<file path="src/rtl/dt_pkg.sv">
package dt_pkg;
  typedef enum logic {
    ST_RUN      = 1'b0,
    ST_THROTTLE = 1'b1
  } thr_state_e;

  localparam int unsigned TRIP_DIVISOR = 40;
endpackage

</file>
<file path="src/rtl/dt_droop_detect.sv">
module dt_droop_detect #(
  parameter int unsigned SAMPLE_W = 12,
  parameter int unsigned HYST_LSB = 8
) (
  input  logic                sample_valid,
  input  logic [SAMPLE_W-1:0] sample,
  input  logic [SAMPLE_W-1:0] nominal,
  output logic                droop_hit,
  output logic                release_ok
);
  localparam logic [SAMPLE_W-1:0] DIV      = SAMPLE_W'(dt_pkg::TRIP_DIVISOR);
  localparam logic [SAMPLE_W:0]   HYST_EXT = (SAMPLE_W+1)'(HYST_LSB);

  // Trip level: nominal less its 1/40 share (about 2.5 %).
  function automatic logic [SAMPLE_W-1:0] trip_level(input logic [SAMPLE_W-1:0] nom);
    return nom - (nom / DIV);
  endfunction

  // Recovery level: trip plus hysteresis, clamped at full scale.
  function automatic logic [SAMPLE_W-1:0] recover_level(input logic [SAMPLE_W-1:0] trip);
    logic [SAMPLE_W:0] sum;
    sum = {1'b0, trip} + HYST_EXT;
    if (sum[SAMPLE_W]) return {SAMPLE_W{1'b1}};
    return sum[SAMPLE_W-1:0];
  endfunction

  logic [SAMPLE_W-1:0] trip_q;
  logic [SAMPLE_W-1:0] recover_q;

  always_comb begin
    trip_q     = trip_level(nominal);
    recover_q  = recover_level(trip_q);
    droop_hit  = sample_valid && (sample < trip_q);
    release_ok = sample_valid && (sample >= recover_q);
  end
endmodule

</file>
<file path="src/rtl/dt_engage_ctrl.sv">
module dt_engage_ctrl #(
  parameter int unsigned CNT_W = 4
) (
  input  logic             clk,
  input  logic             rst_n,
  input  logic             sample_valid,
  input  logic             droop_hit,
  input  logic             release_ok,
  input  logic [CNT_W-1:0] release_samples,
  output logic             engaged
);
  import dt_pkg::*;

  thr_state_e       state_q, state_d;
  logic [CNT_W-1:0] good_q, good_d;
  logic [CNT_W:0]   need;
  logic [CNT_W:0]   good_next;
  logic             release_now;

  always_comb begin
    need        = (release_samples == '0) ? (CNT_W+1)'(1) : {1'b0, release_samples};
    good_next   = {1'b0, good_q} + (CNT_W+1)'(1);
    release_now = (state_q == ST_THROTTLE) && release_ok && (good_next >= need);
    state_d     = state_q;
    good_d      = good_q;
    case (state_q)
      ST_RUN: begin
        good_d = '0;
        if (droop_hit) state_d = ST_THROTTLE;
      end
      default: begin
        if (release_now) begin
          state_d = ST_RUN;
          good_d  = '0;
        end else if (release_ok) begin
          good_d = good_next[CNT_W-1:0];
        end else if (sample_valid) begin
          good_d = '0;
        end
      end
    endcase
  end

  always_ff @(posedge clk) begin
    if (!rst_n) begin
      state_q <= ST_RUN;
      good_q  <= '0;
    end else begin
      state_q <= state_d;
      good_q  <= good_d;
    end
  end

  assign engaged = (state_q == ST_THROTTLE);


  engage_on_droop_chk: assert property (@(posedge clk) disable iff (!rst_n)
    (droop_hit && !engaged) |=> engaged);

  idle_strobe_chk: assert property (@(posedge clk) disable iff (!rst_n)
    (!sample_valid && !engaged) |=> !engaged);

  release_cause_chk: assert property (@(posedge clk) disable iff (!rst_n)
    $fell(engaged) |-> $past(release_ok));

  count_restart_chk: assert property (@(posedge clk) disable iff (!rst_n)
    (engaged && sample_valid && !release_ok) |=> (good_q == '0));
endmodule

</file>
<file path="src/rtl/dt_clk_gate.sv">
module dt_clk_gate #(
  parameter int unsigned PERIOD = 14
) (
  input  logic clk,
  input  logic rst_n,
  input  logic engaged,
  output logic clk_en
);
  localparam int unsigned PH_W = (PERIOD > 1) ? $clog2(PERIOD) : 1;
  localparam logic [PH_W-1:0] PH_LAST = PH_W'(PERIOD - 1);

  logic [PH_W-1:0] phase_q;

  always_ff @(posedge clk) begin
    if (!rst_n)                phase_q <= '0;
    else if (!engaged)         phase_q <= '0;
    else if (phase_q == PH_LAST) phase_q <= '0;
    else                       phase_q <= phase_q + PH_W'(1);
  end

  assign clk_en = !(engaged && (phase_q == '0));


  first_cycle_drop_chk: assert property (@(posedge clk) disable iff (!rst_n)
    $rose(engaged) |-> !clk_en);

  single_drop_chk: assert property (@(posedge clk) disable iff (!rst_n)
    $fell(clk_en) |=> clk_en);

  free_run_chk: assert property (@(posedge clk) disable iff (!rst_n)
    !engaged |-> clk_en);
endmodule

</file>
<file path="src/rtl/droop_throttle.sv">
module droop_throttle #(
  parameter int unsigned SAMPLE_W = 12,
  parameter int unsigned HYST_LSB = 8,
  parameter int unsigned CNT_W    = 4,
  parameter int unsigned PERIOD   = 14
) (
  input  logic                clk,
  input  logic                rst_n,
  input  logic                sample_valid,
  input  logic [SAMPLE_W-1:0] sample,
  input  logic [SAMPLE_W-1:0] nominal,
  input  logic [CNT_W-1:0]    release_samples,
  output logic                core_clk_en,
  output logic                droop_flag
);
  logic droop_hit;
  logic release_ok;
  logic engaged;

  dt_droop_detect #(.SAMPLE_W(SAMPLE_W), .HYST_LSB(HYST_LSB)) u_detect (
    .sample_valid (sample_valid),
    .sample       (sample),
    .nominal      (nominal),
    .droop_hit    (droop_hit),
    .release_ok   (release_ok)
  );

  dt_engage_ctrl #(.CNT_W(CNT_W)) u_ctrl (
    .clk             (clk),
    .rst_n           (rst_n),
    .sample_valid    (sample_valid),
    .droop_hit       (droop_hit),
    .release_ok      (release_ok),
    .release_samples (release_samples),
    .engaged         (engaged)
  );

  dt_clk_gate #(.PERIOD(PERIOD)) u_gate (
    .clk     (clk),
    .rst_n   (rst_n),
    .engaged (engaged),
    .clk_en  (core_clk_en)
  );

  assign droop_flag = engaged;


  reset_state_chk: assert property (@(posedge clk)
    !rst_n |=> (!droop_flag && core_clk_en));
endmodule

</file>
<file path="config.mk">
export PLATFORM = sky130hd
export DESIGN_NAME = droop_throttle
export DESIGN_NICKNAME = d
export VERILOG_FILES = /design/src/rtl/dt_pkg.sv /design/src/rtl/dt_droop_detect.sv /design/src/rtl/dt_engage_ctrl.sv /design/src/rtl/dt_clk_gate.sv /design/src/rtl/droop_throttle.sv
export SDC_FILE = /design/constraint.sdc
export NUM_CORES = 1
export LEC_CHECK = 0
export BUFFER_PORTS_ARGS = -buffer_cell sky130_fd_sc_hd__buf_2
export CAP_MARGIN = 5
export CORE_ASPECT_RATIO = 2
export CORE_MARGIN = 2
export CORE_UTILIZATION = 62
export DETAILED_ROUTE_END_ITERATION = 8
export PLACE_DENSITY = 0.85
export SYNTH_ARGS = -nofsm -noshare
export SYNTH_HDL_FRONTEND = slang
export SYNTH_HIERARCHICAL = 1
export SYNTH_SLANG_ARGS = --single-unit
</file>
<file path="constraint.sdc">
create_clock -name clk -period 20.8 [get_ports clk]
set_clock_uncertainty 0.2 [all_clocks]
set_input_delay 2.08 -clock clk [delete_from_list [all_inputs] [get_ports clk]]
set_output_delay 2.08 -clock clk [all_outputs]
set_load 0.02 [all_outputs]
</file>
# Word-level counts from Yosys, hierarchy flattened
# Cells that the tools add are included.
[word_totals]
regBits = 9
in_bits = 31
out_inout_bits = 2
wordCells = 34
[classes]
add_sub_neg = 4
n_div = 1
magnitude_cmp = 3
n_eq_ne = 1
n_mux = 9
n_bitwise = 2
reduce_logical = 11
[ops]
columns = ["cell", "count"]
rows = [
  ["$mux W12", 2],
  ["$add A12 B4 Y13 const B", 1],
  ["$div A12 B6 Y12 const B", 1],
  ["$ge A12 B12 Y1", 1],
  ["$lt A12 B12 Y1", 1],
  ["$mux W4", 3],
  ["$sub A12 B12 Y12", 1],
  ["$logic_not A4 Y1", 2],
  ["$reduce_or A3 Y1", 2],
  ["$add A4 B1 Y5 const B", 1],
  ["$ge A5 B5 Y1", 1],
  ["$logic_and A1 B1 Y1", 5],
  ["$add A4 B1 Y4 const B", 1],
  ["$eq A4 B4 Y1 const B", 1],
  ["$mux W1", 4],
  ["$not A1 Y1", 2],
  ["$reduce_bool A2 Y1", 1],
  ["$logic_not A1 Y1", 1],
]

# Longest topological paths before layout
# Gate-level depths: netlist of run 1.
[depth]
word_depth = 11
ltp_mapped = 34
ltp_nobuf = 32

# Hierarchy
# Netlist of run 1, hierarchy kept.
[modules_own_cells]
columns = ["mod", "n_inst", "cells_per_inst", "area_each_um2", "seq_area_each_um2"]
rows = [
  ["dt_droop_detect", 1, 269, 1944.4, 0.0],
  ["dt_engage_ctrl", 1, 41, 382.9, 100.1],
  ["dt_clk_gate", 1, 21, 197.7, 80.1],
]

# Least setup slack after synthesis of run 1
# OpenSTA, ideal clock, no wires.
[synth_path]
path_type = "input -> register"
start = "in nominal[8]"
end = "reg u_ctrl.good_q[2]"
setup_ns = 0.125
arrival_time_ns = 8.280
t_required_ns = 20.475
path_slack_ns = 12.196
path_stages = 33
n_path_buf = 3
path_cell_list = "buf_2 > nor4bb_1 > a21oi_1 > o32ai_1 > or2_1 > buf_2 > o311a_1 > o32ai_2 > maj3_1 > a211o_1 > ha_1 > fa_1 > nand2b_1 > a21boi_0 > o21ai_0 > a21oi_1 > xnor2_1 > or4_4 > nor4_4 > nand2b_1 > ha_1 > nand2b_1 > a21o_1 > a21o_1 > a21oi_1 > nor2b_1 > o21ai_0 > a21oi_1 > o31a_1 > buf_4 > and2b_2 > o21ai_0 > a21oi_2"
[synth_via]
elab_chain_cells = 10
word_cells_on_any_way = 12
classes_between = "add/sub: 2; div: 1; order compare: 1; mux: 3; reduce/logical: 5"
[synth_rtl]
columns = ["element", "line", "source"]
rows = [
  ["start: declaration", "droop_throttle.sv:11", "input logic [SAMPLE_W-1:0] nominal,"],
  ["$div A12 B6 Y12", "dt_droop_detect.sv:16", "return nom - (nom / DIV);"],
  ["$sub A12 B12 Y12 (*)", "dt_droop_detect.sv:16", ""],
  ["$add A12 B4 Y13 (*)", "dt_droop_detect.sv:22", "sum = {1'b0, trip} + HYST_EXT;"],
  ["$mux W1", "dt_droop_detect.sv:23", "if (sum[SAMPLE_W]) return {SAMPLE_W{1'b1}};"],
  ["$mux W12 (*)", "dt_droop_detect.sv:24", "return sum[SAMPLE_W-1:0];"],
  ["$ge A12 B12 Y1 (*)", "dt_droop_detect.sv:34", "release_ok = sample_valid && (sample >= recover_q);"],
  ["$logic_and A1 B1 Y1 (*)", "dt_droop_detect.sv:34", ""],
  ["named net release_ok", "droop_throttle.sv:17", "logic release_ok;"],
  ["$logic_and A1 B1 Y1 (2 in series)", "dt_engage_ctrl.sv:23", "release_now = (state_q == ST_THROTTLE) && release_ok && (good_next >= need);"],
  ["$reduce_or A3 Y1 (no line)", "n/a", ""],
  ["end signal: assignment", "dt_engage_ctrl.sv:50", "good_q <= good_d;"],
  ["end: declaration", "dt_engage_ctrl.sv:15", "logic [CNT_W-1:0] good_q, good_d;"],
]
# Mark *: on every way through the listed nets, which the timed path passes. The rest lies on a longest branch.
# A chain may end at the register's enable or synchronous reset.

# Final worst setup path of run 1
[layout_path]
start = "in nominal[11]"
end = "reg u_ctrl.good_q[2]"
# The elaborated chain is that of the path after synthesis.

==> out/metrics.cfg, run 1 <==
[status]
status=finished, final reports clean

[timing]
maxClockFrequency_ghz=0.1045
min_period_over_period_pct=46.01
slew_violations=0
fin_crit_ns=9.570
setup_viol=0
final_hold_viol_count=0
rsz0062_at_grt=false
slew_headroom_pct=41.93
tightest_slew_ns=0.8711
whs_ns=0.2944
fin_setup_tns_ns=0

[clock_tree]
clock_sinks=9
cts_tree=built
clockBufferDepth=2
clock_latency_ns=0.23
path_clk_slew_ns=0.04
post_cts_buffers=0
cts-root-buf=clkbuf_8
cts-htree-levels=1
ctsHoldBuffers=0
cts_resized=0
cts_buffers=3

[min_path]
worstHoldPathType=reg2reg

[synthesis]
ys_seq_elements=9
synth_area_um2=2525
synthCells=331
avgSynthCellArea_um2=7.628
synth_cell_types=80
async_flop_share_pct=0
synthFlopType=dfxtp_1
syn_nets=402
yosys_warnings=6
synth-seq-area-share_pct=7.136
synth_edf_count=0

[critical_path]
critPathSlowestCell=or4_4
path_class=in2reg
start_kind=input pin
cp_top_family=compound AO/OA/AOI/OAI gates
cp-end-kind=register
arrival_ns=9.48
path_buf_inv=2
crit_fanout=17
cp.required_ns=20.71
cpPeakStageDelay_ns=0.61

[pwr]
clkPwrFrac_pct=13.1
swShare_pct=48.23
power.share.sequential_pct=14.5
switching_power_uw=74.50
p_int_uw=79.98
ir_drop_v=0.00004713
power_frac_comb_pct=72.4
leakage_nw=1.199
power.density_nw_per_um2=57.48

[grt]
track_usage_pct=26.81
grt_pass1_vias=2404
overflow=0
grt_max_degree=27
grt_pass1_wl_mm=10.12
antenna_found_initial=0

[route]
first_pass_iters=4
drt-vias-per-instance=6.269
vias=2520
drtIter0Drc=78
drc=0
antenna_left=0
wl_per_cell_um=14.76
wl_mm=5.933

[die]
die_w_um=49.13
core_um2=3884
fp-row-count=32
die_area_um2=4630
die_height_um=94.25
num_io_pins=33
initial_core_util_pct=65.01

[placement]
dpl.hpwl_mm=4.743
port_buffers=32
gp_congestion=0.8861

[finish]
drive_gt1_share_pct=17.09
layout.nets=423
syn_to_final_growth_pct=6.442
diodes=0

[job]
drv_cap=0

==> layout make-up <==
type / instances / area, um^2
flip-flops and latches: 9 / 180.2
fillers: 362 / 1196
well taps: 51 / 63.81
multi-input cells: 286 / 2163
clock buffers: 4 / 45.04
inverters: 20 / 75.07
repair buffers: 32 / 160.2
==> final timing paths <==
check	startpoint	to	slack, ns	cells after the start
setup / recovery	nominal[11]	u_ctrl/good_q[2]$_SDFFE_PP0P_	11.23	32
hold / removal	u_gate/phase_q[0]$_SDFF_PP0_	u_gate/phase_q[0]$_SDFF_PP0_	0.29	1
setup reg to reg	u_ctrl/good_q[0]$_SDFFE_PP0P_	u_ctrl/good_q[2]$_SDFFE_PP0P_	18.80	7
hold reg to reg	u_gate/phase_q[0]$_SDFF_PP0_	u_gate/phase_q[0]$_SDFF_PP0_	0.29	1
==> sequential cells by signal (all words and copies together), names as in the netlist <==
name,count
u_ctrl/good_q,4
u_gate/phase_q,4
u_ctrl/engaged,1
==> cell families after synthesis <==
| kind of cell | Yosys count | synth area share (%) |
|---|---|---|
| adders and majority gates | 42 | 20.91 |
| xor gates and xnor gates | 13 | 5.104 |
| muxes | 5 | 2.032 |
| and+or+nand+nor | 126 | 27.40 |
| DFF | 9 | 7.136 |
| AOI/OAI and AO/OA | 100 | 30.23 |
| buffers and inverters | 36 | 7.185 |
==> stage by stage <==
step | cells | cell area [um^2] | util, % | setup WS [ns] | power (mW)
finish | 402 | 2688 | 69.20 | 11.23 | 0.1545
global route | 402 | 2688 | 69.20 | 10.64 | 0.1722
CTS | 402 | 2688 | 69.20 | 11.32 | 0.1548
detailed placement | 398 | 2643 | 68.04 | 11.11 | 0.1334
global placement | 398 | 2643 | 68.04 | 11.27 | 0.1306
floorplan | 331 | 2525 | - | 12.20 | 0.1091
==> cell usage after synthesis, drive strengths merged (3+ instances only) <==
| cell type | n | share of area [%] |
|---|---|---|
| a211o | 3 | 1.0 |
| o22ai | 3 | 0.99 |
| nand3b | 5 | 1.5 |
| dfxtp | 9 | 7.1 |
| a21o | 5 | 1.5 |
| o32ai | 3 | 1.6 |
| nor2b | 8 | 2.0 |
| buf | 9 | 1.9 |
| ha | 39 | 19 |
| nor4 | 3 | 1.3 |
| xor2 | 5 | 1.7 |
| nor2 | 35 | 5.3 |
| o31ai | 6 | 1.8 |
| a31oi | 3 | 0.99 |
| o21ai | 21 | 4.2 |
| nand2 | 19 | 2.8 |
| nand3 | 9 | 2.4 |
| nor3 | 14 | 2.8 |
| nor3b | 3 | 0.89 |
| o41ai | 3 | 1.0 |
| or2 | 4 | 0.99 |
| clkbuf | 7 | 2.3 |
| inv | 19 | 2.8 |
| a21oi | 15 | 3.1 |
| mux2i | 4 | 1.6 |
| o211ai | 4 | 1.2 |
| or3 | 3 | 0.74 |
| xnor2 | 8 | 3.4 |
| o21a | 7 | 2.1 |
| nand2b | 10 | 2.5 |
==> power by group through the flow <==
stage	Clock [mW]	Combinational, mW	Sequential (mW)
finish	0.0203	0.112	0.0224
detailed placement	0	0.111	0.0228
CTS	0.0208	0.112	0.0225
global route	0.0219	0.127	0.0229
global placement	0	0.108	0.0226
floorplan	0	0.0858	0.0233
==> per-layer routing <==
layer,track usage [%],share of wire [%]
met1,27.86,38
met2,53.49,57
met3,2.548,2.6
met4,9.048,1.9
met5,0,0
==> cells in the final DEF (no fill, tap or decap), types with 3 or more instances in the layout <==
cell | netlist | routed
nor2_1 | 34 | 34
mux2i_1 | 4 | 4
xor2_1 | 5 | 5
ha_1 | 39 | 39
o21a_1 | 7 | 7
nand3_2 | 3 | 3
nor3b_1 | 3 | 3
inv_1 | 19 | 19
or3_1 | 3 | 3
a21oi_1 | 14 | 14
nor3_1 | 14 | 14
a211o_1 | 3 | 3
a21o_1 | 5 | 5
o21ai_0 | 20 | 20
nor2b_1 | 8 | 8
nand3_1 | 6 | 6
buf_2 | 6 | 32
nand2_1 | 19 | 19
o41ai_1 | 3 | 3
dfxtp_1 | 9 | 9
xnor2_1 | 6 | 6
nand2b_1 | 10 | 10
clkbuf_8 | 3 | 3
o211ai_1 | 4 | 4
nand3b_1 | 5 | 5
o31ai_1 | 6 | 6
No activity file was read; power rests on OpenSTA's default activity.
==> run 2, diff against run 1 <==
CORE_UTILIZATION = 60   (was 62)
PLACE_DENSITY = 0.82   (was 0.85)
clock period = 9.45 ns   (was 20.8 ns; I/O delays follow)
==> out/metrics.cfg, run 2 (synthesis results as in run 1) <==
[critical_path]
start_kind=input pin  ; unchanged
path_class=in2reg  ; unchanged
cp.required_ns=9.36  ; was 20.71 ns
cp-end-kind=register  ; unchanged
critPathSlowestCell=or4_4  ; unchanged
arrival_ns=8.17  ; was 9.48 ns
r2r_slack_ns=7.42  ; was 18.80 ns
crit_fanout=17  ; unchanged
cpPeakStageDelay_ns=0.61  ; about the same

[die]
initial_core_util_pct=61.77  ; was 65.01%
die_height_um=95.74  ; was 94.25 um
die_area_um2=4775  ; was 4630 um^2
die_w_um=49.87  ; was 49.13 um
num_io_pins=33  ; unchanged
fp-row-count=33  ; was 32
core_um2=4088  ; was 3884 um^2

[clock_tree]
clockBufferDepth=2  ; unchanged
post_cts_buffers=0  ; unchanged
cts-root-buf=clkbuf_8  ; unchanged
clock_sinks=9  ; unchanged
cts_buffers=3  ; unchanged
cts_resized=0  ; unchanged
path_clk_slew_ns=0.04  ; about the same
ctsHoldBuffers=0  ; unchanged
clock_latency_ns=0.23  ; about the same
cts-htree-levels=1  ; unchanged
cts_tree=built  ; unchanged

[route]
drc=0  ; unchanged
wl_mm=5.745  ; was 5.933 mm
vias=2554  ; was 2,520
first_pass_iters=5  ; was 4
drtIter0Drc=63  ; was 78
wl_per_cell_um=14.26  ; was 14.76 um
drt-vias-per-instance=6.337  ; was 6.269
antenna_left=0  ; unchanged

[timing]
rsz0062_at_grt=false  ; unchanged
min_period_over_period_pct=87.44
slew_headroom_pct=45.08  ; was 41.93%
setup_viol=0  ; unchanged
whs_ns=0.2885  ; was 0.2944 ns
maxClockFrequency_ghz=0.1210
fin_crit_ns=8.263
final_hold_viol_count=0  ; unchanged
tightest_slew_ns=0.8238  ; was 0.8711 ns
slew_violations=0  ; unchanged
fin_setup_tns_ns=0  ; unchanged

[finish]
finalNonFillerCells=403  ; was 402
fill_cells=349  ; was 362
drive_gt1_share_pct=17.09  ; unchanged
diodes=0  ; unchanged
final_common_cell=ha_1  ; unchanged
mostFrequentLayoutCells=39 x ha_1, 34 x nor2_1, 32 x buf_2  ; unchanged
multi_input_area_um2=2163  ; unchanged
fin_area_um2=2689  ; was 2688 um^2
fin_util_pct=65.78  ; was 69.20%
register_area_um2=180.2  ; unchanged
layout.nets=423  ; unchanged
syn_to_final_growth_pct=6.492  ; was 6.442%

[placement]
dpl.cell_count=399  ; was 398
dpl.hpwl_mm=4.628  ; was 4.743 mm
gp_congestion=0.8817  ; was 0.8861
port_buffers=32  ; unchanged
place_area_um2=2644  ; was 2643 um^2

[grt]
track_usage_pct=25.33  ; was 26.81%
grt_max_degree=27  ; unchanged
antenna_found_initial=0  ; unchanged
overflow=0  ; unchanged
grt_pass1_wl_mm=9.818  ; was 10.12 mm
grt_pass1_vias=2460  ; was 2,404

[status]
status=finished, final reports clean  ; unchanged

[min_path]
worstHoldPathType=reg2reg  ; unchanged

[pwr]
power.density_nw_per_um2=126.5  ; was 57.48 nW/um^2
leakage_nw=1.199  ; unchanged
ir_drop_v=0.0001127  ; was 0.00004713 V

[job]
drv_cap=0  ; unchanged

-- run 2: cell counts in the layout (fill, tap and decap cells not counted) --
No cell type changed its count.
-- run 2: final timing paths --
path,cells past startpoint,startpoint,end
max,32,nominal[11],u_ctrl/good_q[2]$_SDFFE_PP0P_
min,1,u_gate/phase_q[0]$_SDFF_PP0_,u_gate/phase_q[0]$_SDFF_PP0_
max reg2reg,7,u_ctrl/good_q[0]$_SDFFE_PP0P_,u_ctrl/good_q[2]$_SDFFE_PP0P_
min reg2reg,1,u_gate/phase_q[0]$_SDFF_PP0_,u_gate/phase_q[0]$_SDFF_PP0_
-- run 2: cell type report --
cell class / instances / area share (%)
Multi-Input combinational cell: 286 / 80.46
Timing Repair Buffer: 32 / 5.956
Inverter: 20 / 2.792
Sequential cell: 9 / 6.701
Clock buffer: 4 / 1.675
Tap cell: 52 / 2.420
-- run 2: layer usage --
metal  vias up  global-route usage (%)  wire, um
met5         -                       0         0
met4         0                   12.50       188
met3        20                   1.863       165
met2        66                   51.78      3159
met1      1194                   24.36      2231
li1       1274                       -         -
-- run 2: report_power, final --
group | total [mW] | switching [mW] | internal (mW)
sequential | 0.0492 | 0.00624 | 0.0430
combinational | 0.247 | 0.143 | 0.104
clock | 0.0439 | 0.0146 | 0.0293
total | 0.340 | 0.164 | 0.176
-- run 2: worst max-delay path: cells and delay by family --
family	cells	cell delay (ns)
AND/OR/NAND/NOR	11	2.68
AO/OA/AOI/OAI	14	2.69
XOR/XNOR	1	0.21
buffers and inverters	2	0.46
adder cells (fa/ha/maj)	4	1.18
-- run 2: per-stage QoR --
step / worst slack, ns / power, mW
2_1_floorplan: 1.981 / 0.2401
3_3_place_gp: 1.311 / 0.2873
3_5_place_dp: 1.067 / 0.2940
4_1_cts: 1.255 / 0.3405
5_1_grt: 0.5724 / 0.3748
6_report: 1.187 / 0.3400
==> run 3, diff against run 2 <==
CORE_UTILIZATION = 62   (was 60)
PLACE_DENSITY = 0.85   (was 0.82)
clock period = 10.4 ns   (was 9.45 ns; I/O delays follow)
==> out/metrics.cfg, run 3 (synthesis results as in run 1) <==
[placement]
pre_cts_ws_ns=1.709  ; was 1.067 ns
place_area_um2=2643  ; was 2644 um^2
dpl.cell_count=398  ; was 399
gp_congestion=0.8863  ; was 0.8817
dpl.hpwl_mm=4.759  ; was 4.628 mm
port_buffers=32  ; unchanged

[die]
die_area_um2=4630  ; was 4775 um^2
die_height_um=94.25  ; was 95.74 um
fp-row-count=32  ; was 33
num_io_pins=33  ; unchanged
die_w_um=49.13  ; was 49.87 um
core_um2=3884  ; was 4088 um^2
initial_core_util_pct=65.01  ; was 61.77%

[timing]
whs_ns=0.2970  ; was 0.2885 ns
final_hold_viol_count=0  ; unchanged
setup_slack_ns=1.894  ; was 1.187 ns
slew_headroom_pct=41.57  ; was 45.08%
min_period_over_period_pct=81.78
setup_viol=0  ; unchanged
maxClockFrequency_ghz=0.1176
fin_setup_tns_ns=0  ; unchanged
slew_violations=0  ; unchanged
fin_crit_ns=8.506
rsz0062_at_grt=false  ; unchanged
tightest_slew_ns=0.8764  ; was 0.8238 ns

[finish]
final_common_cell=ha_1  ; unchanged
fin_area_um2=2688  ; was 2689 um^2
syn_to_final_growth_pct=6.442  ; was 6.492%
finalNonFillerCells=402  ; was 403
diodes=0  ; unchanged
layout.nets=423  ; unchanged
drive_gt1_share_pct=17.09  ; unchanged
fin_util_pct=69.20  ; was 65.78%
mostFrequentLayoutCells=39 x ha_1, 34 x nor2_1, 32 x buf_2  ; unchanged

[critical_path]
cp.required_ns=10.32  ; was 9.36 ns
arrival_ns=8.42  ; was 8.17 ns
start_kind=input pin  ; unchanged
path_buf_inv=2  ; unchanged
crit_fanout=17  ; unchanged
cp-end-kind=register  ; unchanged
cpPeakStageDelay_ns=0.61  ; about the same
path_class=in2reg  ; unchanged
critPathSlowestCell=or4_4  ; unchanged
cp_top_family=compound AO/OA/AOI/OAI gates  ; unchanged

[clock_tree]
cts_resized=0  ; unchanged
clockBufferDepth=2  ; unchanged
clock_sinks=9  ; unchanged
path_clk_slew_ns=0.04  ; about the same
cts-root-buf=clkbuf_8  ; unchanged
cts-htree-levels=1  ; unchanged
cts_buffers=3  ; unchanged
clock_latency_ns=0.24  ; was 0.23 ns
post_cts_buffers=0  ; unchanged
cts_tree=built  ; unchanged
ctsHoldBuffers=0  ; unchanged

[route]
vias=2557  ; was 2,554
wl_per_cell_um=14.97  ; was 14.26 um
first_pass_iters=4  ; was 5
drc=0  ; unchanged
drtIter0Drc=85  ; was 63
drt-vias-per-instance=6.361  ; was 6.337
antenna_left=0  ; unchanged
wl_mm=6.019  ; was 5.745 mm

[grt]
antenna_found_initial=0  ; unchanged
track_usage_pct=27.03  ; was 25.33%
grt_max_degree=27  ; unchanged
grtUsageMet2_pct=53.27  ; was 51.78%
grt-busiest-layer=met2  ; unchanged
grt_pass1_vias=2484  ; was 2,460
met3_usage_pct=3.185  ; was 1.863%
grt_pass1_wl_mm=10.21  ; was 9.818 mm
overflow=0  ; unchanged
use_met1_pct=27.08  ; was 24.36%

[status]
status=finished, final reports clean  ; unchanged

[pwr]
power.total_uw=310.9  ; was 340.0 uW
leakage_nw=1.199  ; unchanged
power.density_nw_per_um2=115.7  ; was 126.5 nW/um^2
ir_drop_v=0.00007941  ; was 0.0001127 V

[min_path]
worstHoldPathType=reg2reg  ; unchanged

[job]
drv_cap=0  ; unchanged

## run 3: worst paths after layout
path | startpoint | endpoint | slack [ns] | depth (start not counted)
min reg2reg | u_gate/phase_q[0]$_SDFF_PP0_ | u_gate/phase_q[0]$_SDFF_PP0_ | 0.30 | 1
max | nominal[11] | u_ctrl/good_q[2]$_SDFFE_PP0P_ | 1.89 | 32
max reg2reg | u_ctrl/good_q[0]$_SDFFE_PP0P_ | u_ctrl/good_q[3]$_SDFFE_PP0P_ | 8.42 | 7
min | u_gate/phase_q[0]$_SDFF_PP0_ | u_gate/phase_q[0]$_SDFF_PP0_ | 0.30 | 1
## run 3: final cells by class
type                    count  area [um^2]
clock buffers               4        45.04
fillers                   349         1196
multi-input cells         286         2163
inverters                  20        75.07
well taps                  51        63.81
repair buffers             32        160.2
flip-flops and latches      9        180.2
## run 3: power breakdown
part / total, mW / leakage [nW] / switching (mW) / internal (mW)
combinational: 0.225 / 1.10 / 0.131 / 0.0943
clock: 0.0411 / 0.0228 / 0.0144 / 0.0268
sequential: 0.0447 / 0.0731 / 0.00570 / 0.0390
total: 0.311 / 1.20 / 0.151 / 0.160
## run 3: worst reg2reg max path: stages, from the launching register on
cell,delay (ns)
dfxtp_1,0.40
ha_1,0.28
xor2_1,0.17
ha_1,0.27
a21o_1,0.17
a31oi_2,0.16
o22ai_2,0.15
nor2_1,0.12
## run 3: routing by layer
| metal | vias up | share of wire, % |
|---|---|---|
| met5 | - | 0 |
| met4 | 0 | 2.4 |
| met3 | 17 | 2.7 |
| met2 | 64 | 56 |
| met1 | 1195 | 39 |
| li1 | 1281 | - |
